`config.mk`:
```
export PLATFORM = sky130hd
export DESIGN_NAME = can_fc_top
export DESIGN_NICKNAME = d
export VERILOG_FILES = /design/src/rtl/can_fc_pkg.sv /design/src/rtl/can_fc_accum.sv /design/src/rtl/can_fc_tec.sv /design/src/rtl/can_fc_rec.sv /design/src/rtl/can_fc_top.sv
export SDC_FILE = /design/constraint.sdc
export NUM_CORES = 1
export LEC_CHECK = 0
export ABC_AREA = 1
export BUFFER_PORTS_ARGS = -buffer_cell sky130_fd_sc_hd__buf_2
export CAP_MARGIN = 30
export CORE_MARGIN = 4
export CORE_UTILIZATION = 45
export DETAILED_ROUTE_END_ITERATION = 10
export HOLD_SLACK_MARGIN = 0.03
export PLACE_DENSITY_LB_ADDON = 0.12
export SETUP_SLACK_MARGIN = 0.02
export SLEW_MARGIN = 20
export SYNTH_ARGS = -nofsm -noshare
export SYNTH_HDL_FRONTEND = slang
export SYNTH_HIERARCHICAL = 1
export SYNTH_SLANG_ARGS = --single-unit
```
`constraint.sdc`:
```
create_clock -name clk_i -period 4.42 [get_ports clk_i]
set_input_delay 0.221 -clock clk_i [delete_from_list [all_inputs] [get_ports clk_i]]
set_output_delay 0.221 -clock clk_i [all_outputs]
set_load 0.02 [all_outputs]
```
`src/rtl/can_fc_pkg.sv`:
```
package can_fc_pkg;
  localparam int unsigned WEIGHT_MINOR = 1;
  localparam int unsigned WEIGHT_MAJOR = 8;

  typedef enum logic [1:0] {
    FC_ACTIVE  = 2'd0,
    FC_PASSIVE = 2'd1,
    FC_BUSOFF  = 2'd2
  } fc_state_e;
endpackage

```
`src/rtl/can_fc_accum.sv`:
```
// Pending increment sum, cleared on commit.
module can_fc_accum #(
  parameter int unsigned PEND_W = 10
) (
  input  logic              clk_i,
  input  logic              rst_ni,
  input  logic [PEND_W-1:0] step_i,
  input  logic              commit_i,
  output logic [PEND_W-1:0] total_o
);
  logic [PEND_W-1:0] pend_q;
  logic [PEND_W:0]   sum;

  always_comb begin
    sum     = {1'b0, pend_q} + {1'b0, step_i};
    total_o = sum[PEND_W] ? '1 : sum[PEND_W-1:0];
  end

  always_ff @(posedge clk_i or negedge rst_ni) begin
    if (!rst_ni)       pend_q <= '0;
    else if (commit_i) pend_q <= '0;
    else               pend_q <= total_o;
  end

  // pending sum only grows between commits
  assert_pend_hold_R2: assert property (@(posedge clk_i) disable iff (!rst_ni)
    !commit_i |=> pend_q >= $past(pend_q));
endmodule

```
`src/rtl/can_fc_tec.sv`:
```
module can_fc_tec #(
  parameter int unsigned TEC_W  = 8,
  parameter int unsigned PEND_W = 10
) (
  input  logic              clk_i,
  input  logic              rst_ni,
  input  logic              commit_i,
  input  logic [PEND_W-1:0] inc_i,
  input  logic              ok_i,
  output logic [TEC_W-1:0]  tec_o,
  output logic              bus_off_o
);
  localparam logic [PEND_W:0] MAXV = (PEND_W+1)'((2 ** TEC_W) - 1);

  logic [TEC_W-1:0] tec_q;
  logic             bo_q;
  logic [PEND_W:0]  sum;

  assign sum = (PEND_W+1)'(tec_q) + (PEND_W+1)'(inc_i);

  always_ff @(posedge clk_i or negedge rst_ni) begin
    if (!rst_ni) begin
      tec_q <= '0;
      bo_q  <= 1'b0;
    end else if (!bo_q) begin
      if (commit_i) begin
        if (sum > MAXV) begin
          tec_q <= '1;
          bo_q  <= 1'b1;
        end else begin
          tec_q <= sum[TEC_W-1:0];
        end
      end else if (ok_i && tec_q != '0) begin
        tec_q <= tec_q - 1'b1;
      end
    end
  end

  assign tec_o     = tec_q;
  assign bus_off_o = bo_q;

  assert_busoff_frozen_R12: assert property (@(posedge clk_i) disable iff (!rst_ni)
    bo_q |=> bo_q && $stable(tec_q));
  assert_tx_ok_dec_R7: assert property (@(posedge clk_i) disable iff (!rst_ni)
    (!bo_q && !commit_i && ok_i && tec_q != '0) |=> tec_q == $past(tec_q) - 1'b1);
endmodule

```
`src/rtl/can_fc_rec.sv`:
```
module can_fc_rec #(
  parameter int unsigned REC_W  = 7,
  parameter int unsigned PEND_W = 10,
  parameter int unsigned RELOAD = 119
) (
  input  logic              clk_i,
  input  logic              rst_ni,
  input  logic              commit_i,
  input  logic [PEND_W-1:0] inc_i,
  input  logic              ok_i,
  output logic [REC_W-1:0]  rec_o,
  output logic              passive_o
);
  localparam logic [PEND_W:0]  MAXV    = (PEND_W+1)'((2 ** REC_W) - 1);
  localparam logic [REC_W-1:0] RELOADV = REC_W'(RELOAD);

  logic [REC_W-1:0] rec_q;
  logic             pas_q;
  logic [PEND_W:0]  sum;

  assign sum = (PEND_W+1)'(rec_q) + (PEND_W+1)'(inc_i);

  always_ff @(posedge clk_i or negedge rst_ni) begin
    if (!rst_ni) begin
      rec_q <= '0;
      pas_q <= 1'b0;
    end else if (commit_i) begin
      if (sum > MAXV) begin
        rec_q <= '1;
        pas_q <= 1'b1;
      end else begin
        rec_q <= sum[REC_W-1:0];
      end
    end else if (ok_i) begin
      if (pas_q) begin
        rec_q <= RELOADV;
        pas_q <= 1'b0;
      end else if (rec_q != '0) begin
        rec_q <= rec_q - 1'b1;
      end
    end
  end

  assign rec_o     = rec_q;
  assign passive_o = pas_q;

  assert_passive_at_max_R9: assert property (@(posedge clk_i) disable iff (!rst_ni)
    pas_q |-> rec_q == '1);
  assert_reload_R10: assert property (@(posedge clk_i) disable iff (!rst_ni)
    (pas_q && ok_i && !commit_i) |=> (rec_q == RELOADV) && !pas_q);
endmodule

```
`src/rtl/can_fc_top.sv`:
```
module can_fc_top
  import can_fc_pkg::*;
#(
  parameter int unsigned TEC_W      = 8,
  parameter int unsigned REC_W      = 7,
  parameter int unsigned REC_RELOAD = 119
) (
  input  logic             clk_i,
  input  logic             rst_ni,
  input  logic             rx_err_i,
  input  logic             rx_dom_after_flag_i,
  input  logic             tx_flag_sent_i,
  input  logic             ack_exc_i,
  input  logic             stuff_exc_i,
  input  logic             flag_bit_err_i,
  input  logic             flag_bit_err_tx_i,
  input  logic             dom_run_i,
  input  logic             dom_run_tx_i,
  input  logic             tx_ok_i,
  input  logic             rx_ok_i,
  input  logic             delim_i,
  output logic [TEC_W-1:0] tec_o,
  output logic [REC_W-1:0] rec_o,
  output logic             rec_passive_o,
  output logic             err_active_o,
  output logic             err_passive_o,
  output logic             bus_off_o
);
  localparam int unsigned      PEND_W  = TEC_W + 2;
  localparam logic [PEND_W-1:0] W_MIN  = PEND_W'(WEIGHT_MINOR);
  localparam logic [PEND_W-1:0] W_MAJ  = PEND_W'(WEIGHT_MAJOR);
  localparam logic [TEC_W-1:0]  TEC_PAS = {1'b1, {(TEC_W-1){1'b0}}};

  logic [PEND_W-1:0] tec_step, rec_step, tec_tot, rec_tot;
  logic              flag_counts;
  logic              bo;
  fc_state_e         st;

  assign flag_counts = tx_flag_sent_i && !ack_exc_i && !stuff_exc_i;

  always_comb begin
    tec_step = (flag_counts ? W_MAJ : '0)
             + ((flag_bit_err_i && flag_bit_err_tx_i) ? W_MAJ : '0)
             + ((dom_run_i && dom_run_tx_i) ? W_MAJ : '0);
    rec_step = ((rx_err_i && !flag_bit_err_i) ? W_MIN : '0)
             + (rx_dom_after_flag_i ? W_MAJ : '0)
             + ((flag_bit_err_i && !flag_bit_err_tx_i) ? W_MAJ : '0)
             + ((dom_run_i && !dom_run_tx_i) ? W_MAJ : '0);
  end

  can_fc_accum #(.PEND_W(PEND_W)) u_tec_acc (
    .clk_i, .rst_ni, .step_i(tec_step), .commit_i(delim_i), .total_o(tec_tot)
  );
  can_fc_accum #(.PEND_W(PEND_W)) u_rec_acc (
    .clk_i, .rst_ni, .step_i(rec_step), .commit_i(delim_i), .total_o(rec_tot)
  );

  can_fc_tec #(.TEC_W(TEC_W), .PEND_W(PEND_W)) u_tec (
    .clk_i, .rst_ni, .commit_i(delim_i), .inc_i(tec_tot), .ok_i(tx_ok_i),
    .tec_o, .bus_off_o(bo)
  );
  can_fc_rec #(.REC_W(REC_W), .PEND_W(PEND_W), .RELOAD(REC_RELOAD)) u_rec (
    .clk_i, .rst_ni, .commit_i(delim_i), .inc_i(rec_tot), .ok_i(rx_ok_i),
    .rec_o, .passive_o(rec_passive_o)
  );

  always_comb begin
    if (bo)                                 st = FC_BUSOFF;
    else if (tec_o >= TEC_PAS || rec_passive_o) st = FC_PASSIVE;
    else                                    st = FC_ACTIVE;
  end

  assign err_active_o  = (st == FC_ACTIVE);
  assign err_passive_o = (st == FC_PASSIVE);
  assign bus_off_o     = (st == FC_BUSOFF);

  assert_busoff_sticky_R12: assert property (@(posedge clk_i) disable iff (!rst_ni)
    bus_off_o |=> bus_off_o && $stable(tec_o));
  assert_status_onehot_R11: assert property (@(posedge clk_i) disable iff (!rst_ni)
    $countones({err_active_o, err_passive_o, bus_off_o}) == 1);
endmodule

```
# Word-level counts from Yosys, hierarchy flattened
# Cells that the tools add are included.
# word_totals
reg_bits	37
in_bits	14
wordCells	74
# op_classes
add_sub_neg	11
order_cmp	3
n_eq_ne	3
muxes	27
n_bitwise	1
n_reduce_logical	23
# op_table
cell	count
$mux 10	4
$mux 7	5
$mux 4	6
$mux 8	3
$add 5x4->6	2
$add 10x6->11	1
$add 10x7->11	1
$add 7x10->11	1
$add 8x10->11	1
$gt 11x7->1 const B	1
$gt 11x8->1 const B	1
$ge 8x8->1 const B	1
$logic_and 1x1->1	8
$mux 1	8
$reduce_bool 8->1	1
$sub 8x1->8 const B	1
$add 6x4->7	1
$reduce_bool 7->1	1
$sub 7x1->7 const B	1
$reduce_and 2->1	3
$add 1x4->5	1
$add 4x4->5	1
$logic_not 1->1	5
$reduce_bool 2->1	2
other kinds (8)	8

# Longest topological paths before layout
# logic_depth
word_depth	13
depth_mapped	28
mapped_depth_nobuf	27

# Modules after synthesis
# The synthesis kept the hierarchy.
# modules_own_cells
module	n_inst	cells_each	area_each_um2
can_fc_accum	2	134	927.1
can_fc_tec	1	180	1096.1
can_fc_rec	1	167	999.7
can_fc_top	1	23	123.9

# Worst setup path before layout
# OpenSTA, ideal clock, no wires.
# synth_path
kind	input port to flip-flop
startpoint	input flag_bit_err_i
endpoint	register u_rec.rec_q[0] (netlist: u_rec/rec_o[0])
t_arrival_ns	3.196
required_time_ns	4.303
slack_ns	1.108
path_stages	24
n_path_buf	1
path_cell_list	inv_1 -> nor2_2 -> fa_1 -> ha_1 -> nand2_1 -> nor2_1 -> and3_1 -> nor2_2 -> buf_6 -> nand2_1 -> ha_1 -> fa_1 -> nand2_1 -> nand3_1 -> nand3_1 -> nand2_1 -> nand2_1 -> nand2_1 -> nor2_2 -> nand2_2 -> inv_2 -> nand2_1 -> nand2_1 -> nand2_1
# synth_between
elab_chain_cells	12
elab_cells_between_ends	14
# synth_rtl
item	line	text
start, declared	can_fc_top.sv:15	input logic flag_bit_err_i,
$logic_not 1->1	can_fc_top.sv:45	rec_step = ((rx_err_i && !flag_bit_err_i) ? W_MIN : '0)
$logic_and 1x1->1	can_fc_top.sv:45	
$mux 1	can_fc_top.sv:45	
$add 1x4->5	can_fc_top.sv:46	+ (rx_dom_after_flag_i ? W_MAJ : '0)
$add 5x4->6 (*)	can_fc_top.sv:47	+ ((flag_bit_err_i && !flag_bit_err_tx_i) ? W_MAJ : '0)
$add 6x4->7 (*)	can_fc_top.sv:48	+ ((dom_run_i && !dom_run_tx_i) ? W_MAJ : '0);
net rec_step[3]	can_fc_top.sv:34	logic [PEND_W-1:0] tec_step, rec_step, tec_tot, rec_tot;
$add 10x7->11 (*)	can_fc_accum.sv:15	sum = {1'b0, pend_q} + {1'b0, step_i};
$mux 10 (*)	can_fc_accum.sv:16	total_o = sum[PEND_W] ? '1 : sum[PEND_W-1:0];
net rec_tot[0]	can_fc_top.sv:34	
$add 7x10->11 (*)	can_fc_rec.sv:21	assign sum = (PEND_W+1)'(rec_q) + (PEND_W+1)'(inc_i);
$gt 11x7->1	can_fc_rec.sv:28	if (sum > MAXV) begin
$mux 7 (*)	can_fc_rec.sv:28	
$mux 7 (*)	can_fc_rec.sv:27	end else if (commit_i) begin
end signal, assigned	can_fc_rec.sv:32	rec_q <= sum[REC_W-1:0];
end signal, assigned	can_fc_rec.sv:39	rec_q <= rec_q - 1'b1;
end, declared	can_fc_rec.sv:17	logic [REC_W-1:0] rec_q;
# The timed path passes the listed nets; every way through them passes the cells marked *.
# A chain may end at the register's enable or synchronous reset.

# Worst setup path in the final report
# layout_path
startpoint	input flag_bit_err_i
endpoint	register u_rec.rec_q[2] (netlist: u_rec/rec_o[2])
# Same word-level chain as after synthesis.

==> impl_summary.md <==
Setup path
The kind of start point of the critical path is an input pin. The arrival time reported for the critical path endpoint is 3.73 ns. The worst setup path is of the input pin to flop kind. The critical path goes through buf_2 > inv_1 > nor2_2 > fa_1 > ha_1 > nand2_1 > nor2_1 > and3_1 > nor2_2 > nand2_1 > ha_1 > fa_1 > nand2_1 > nand3_1 > nand3_1 > nand2_1 > nand2_1 > nand2_1 > nor2_2 > nand2_2 > o21ai_1 > o21ai_1. For this run, the slowest stage of the critical path takes 0.44 ns. The worst setup path is captured at a flop. The largest fanout of any net on the critical path is 9. Grouping stages by cell kind, the critical path spends the most delay in simple AND/OR/NAND/NOR gates. At the worst endpoint, the required time is 4.59 ns.

The dominant cell type by count on the critical path is sky130_fd_sc_hd__nand2_1. Together, buffers and inverters on the worst path number 2. The slowest cell on the critical path is sky130_fd_sc_hd__fa_1.

STA
The worst slew margin relative to its limit is 0.415. The clock period could shrink to 3.56 ns. The post-route clock period utilization is 0.805. Summed over all failing endpoints, the final setup total negative slack is 0 ns.

The number of endpoints with negative hold slack in the final report came to 0. The max-slew violation count came to 0. The final worst clock skew is 0.00418 ns. At the pin with the least slew margin, the transition time is 0.878 ns.

Setup repair after global routing left no endpoint under its margin. Timing would allow up to 0.281 GHz. The setup-violating endpoint count in the final report is 0.

Layout
After the flow finishes, the layout carries non-filler instances totaling 799. Compared with the post-synthesis result, the final layout area differs by 10.7%. The final-stage net count is 749. The antenna diode count is 0.

After routing the design area is 4510 µm². In the layout the commonest cells are sky130_fd_sc_hd__nand2_1 (215), sky130_fd_sc_hd__inv_1 (100), sky130_fd_sc_hd__nor2_1 (52). The layout has 916 filler cells. The most common library cell in the layout ignoring fill and taps is sky130_fd_sc_hd__nand2_1. In the final layout, the share of cells above drive strength 1 is 0.110.

Clocking
The master cell of the clock root buffer is sky130_fd_sc_hd__clkbuf_8. The setup fix buffers added after clock tree synthesis is 0. The TritonCTS clock tree is built.

The longest clock path from root to sink contains 2 buffers. The clock net sink count is 37. The H-tree depth is 2. The clock insertion delay at the later pin of the skew report is 0.28 ns. The number of buffers inserted during clock tree synthesis is 5. Clock-pin slew was measured on the worst setup and hold paths at 0.07 ns.

Floorplanning
The effective utilization at floorplan is 0.465. The area inside the core boundary is 8760 µm². The number of core rows is 34.

The die span in x is 103 µm. The die is 103 µm tall. The overall die area is 10600 µm². The top-level port count is 33.

Flow run
The number of max-cap violations is 0.

Status
The flow ran to the end, and the final reports show no timing, DRC or antenna violations.

Place
The count of buffers added on input and output ports is 32. The HPWL reported at the end of detailed placement is 7760 µm. The cell count after placement is 790. Once placement finished, the instance area stood at 4390 µm². Routability-driven placement finished with a final weighted congestion of 0.918.

Synthesis
Of the total synthesized cell area, the portion taken by AND, OR, NAND and NOR gates is 0.400. The share of the Yosys chip area taken by registers is 0.227. The combinational family with the most area after synthesis is simple AND/OR/NAND/NOR gates. In this run, synthesis produced a sequential element count of 37.

After synthesis, the mean cell area works out to 6.39 µm². The number of warnings printed during yosys synthesis is 6. Summing every instance area after synthesis gives 4070 µm². The post-synthesis compound-gate area fraction is 0.0952.

Synthesis produced a netlist whose cell count is 638. The post-synthesis adder-cell area fraction is 0.146. The XOR/XNOR share of the synthesized area is 0.0215. The mux share of post-synthesis cell area is 0.

After synthesis, the netlist uses 40 different library cells.

Global routing
The via count of the first global-routing pass is 3896. The first global-routing pass estimated 17000 µm of wire. The total overflow reported by the global router is 0. The global router's overall resource usage is 0.197.

The pin count of the biggest net entering global routing is 38. The initial antenna violation count is 0.

Detailed routing
For this block, the initial DRC count from the detailed router was 176. The remaining number of nets flagged by the antenna check after routing is 0. The post-detailed-route via-to-cell ratio is 5.03.

The routed wirelength normalized by instance count is 12.2 µm. The first-pass iteration count of the detailed router is 5. The aggregate routed wire length is 9740 µm. For this block, the via count after detailed routing is 4018. The remaining design rule violation count is 0.

Power
Summed over all cells, the static leakage comes to 0.00271 µW. The post-route total power is 3320 µW. IR analysis of the VDD net gives a maximum drop of 0.000359 V. In this run the power density over the cells is 737 nW/µm².

Min path
The class of the worst hold path is input pin to flop.
cells by family after synthesis:
logic type / count (synthesis)
flops: 37
fa+ha+maj: 44
buf+inv: 111
other cells: 1
xor+xnor: 10
simple gates: 367
compound gates: 68
Yosys cell counts, drive strengths merged:
cell type	count	area [µm²]
nand2	220	843
inv	105	394
nor2	61	257
nand3	55	335
ha	38	475
dfrtp	37	926
a21oi	30	158
o21ai	21	113
and2	9	56.3
a31oi	8	50.1
nand4	8	50.1
xor2	7	61.3
fa	6	120
or2	6	37.5
buf	5	46.3
nor3	5	30.0
a21o	4	30.0
xnor2	3	26.3
a21boi	2	15.0
and3	2	12.5
clkbuf	1	3.75
conb	1	3.75
nand3b	1	7.51
o21bai	1	7.51
o22ai	1	6.26
o2bb2ai	1	8.76
worst min-delay path, delay by kind of cell:
kind            cells  cell delay (ns)
compound gates      1             0.11
buf+inv             1             0.10
simple gates        1             0.05
state kept, by name, indices dropped and copies added (netlist names):
name	count
u_tec/bus_off_o	1
u_rec/passive_o	1
u_tec_acc/pend_q	10
u_tec/tec_o	8
u_rec/rec_o	7
u_rec_acc/pend_q	10
power by group:
part / switching (µW) / total, µW / internal [µW] / leakage [µW]
registers: 91.3 / 541 / 449 / 0.000456
clock network: 123 / 247 / 124 / 0.0000443
logic: 1630 / 2540 / 908 / 0.00221
timing repair:
item / in CTS / in global routing
hold buffers: 0 / 1
resized for setup: 0 / 0
endpoints found under the hold margin: 0 / 13
stage by stage:
step           worst slack, ns   util  hold WS [ns]
6_report                 0.862  0.515         0.241
5_1_grt                  0.447  0.515         0.238
4_1_cts                  0.884  0.511         0.101
3_5_place_dp             0.587  0.501         0.419
3_3_place_gp             0.675  0.501         0.395
2_1_floorplan             1.11      -       -0.0746
area by class of cell:
class | count | area [µm²] | area share
multi-input combinational | 506 | 2760 | 0.613
sequential | 37 | 926 | 0.205
inverter | 105 | 394 | 0.0874
timing repair buffer | 36 | 205 | 0.0455
tap | 108 | 135 | 0.0300
clock buffer | 7 | 86.3 | 0.0191
layer usage:
layer,vias to the layer above,share of wire,GRT usage
met1,1809,0.50,0.272
met2,93,0.45,0.332
li1,2107,-,-
met5,-,0,0
met3,9,0.040,0.0210
met4,0,0.011,0.0468
path summary, 6_finish.rpt:
| path | start | to | slack, ns | depth (start not counted) |
|---|---|---|---|---|
| max | flag_bit_err_i | u_rec/rec_o[2] | 0.86 | 22 |
| max reg2reg | u_rec_acc/pend_q[0] | u_rec/rec_o[2] | 0.89 | 17 |
| max in group asynchronous | rst_ni | u_rec/rec_o[0] | 3.57 | 3 |
| min in group asynchronous | rst_ni | u_tec_acc/pend_q[4] | 0.38 | 2 |
| min reg2reg | u_tec/bus_off_o | u_tec/bus_off_o | 0.58 | 2 |
| min | rx_ok_i | u_rec/passive_o | 0.24 | 3 |
No activity file was read; power rests on OpenSTA's default activity.
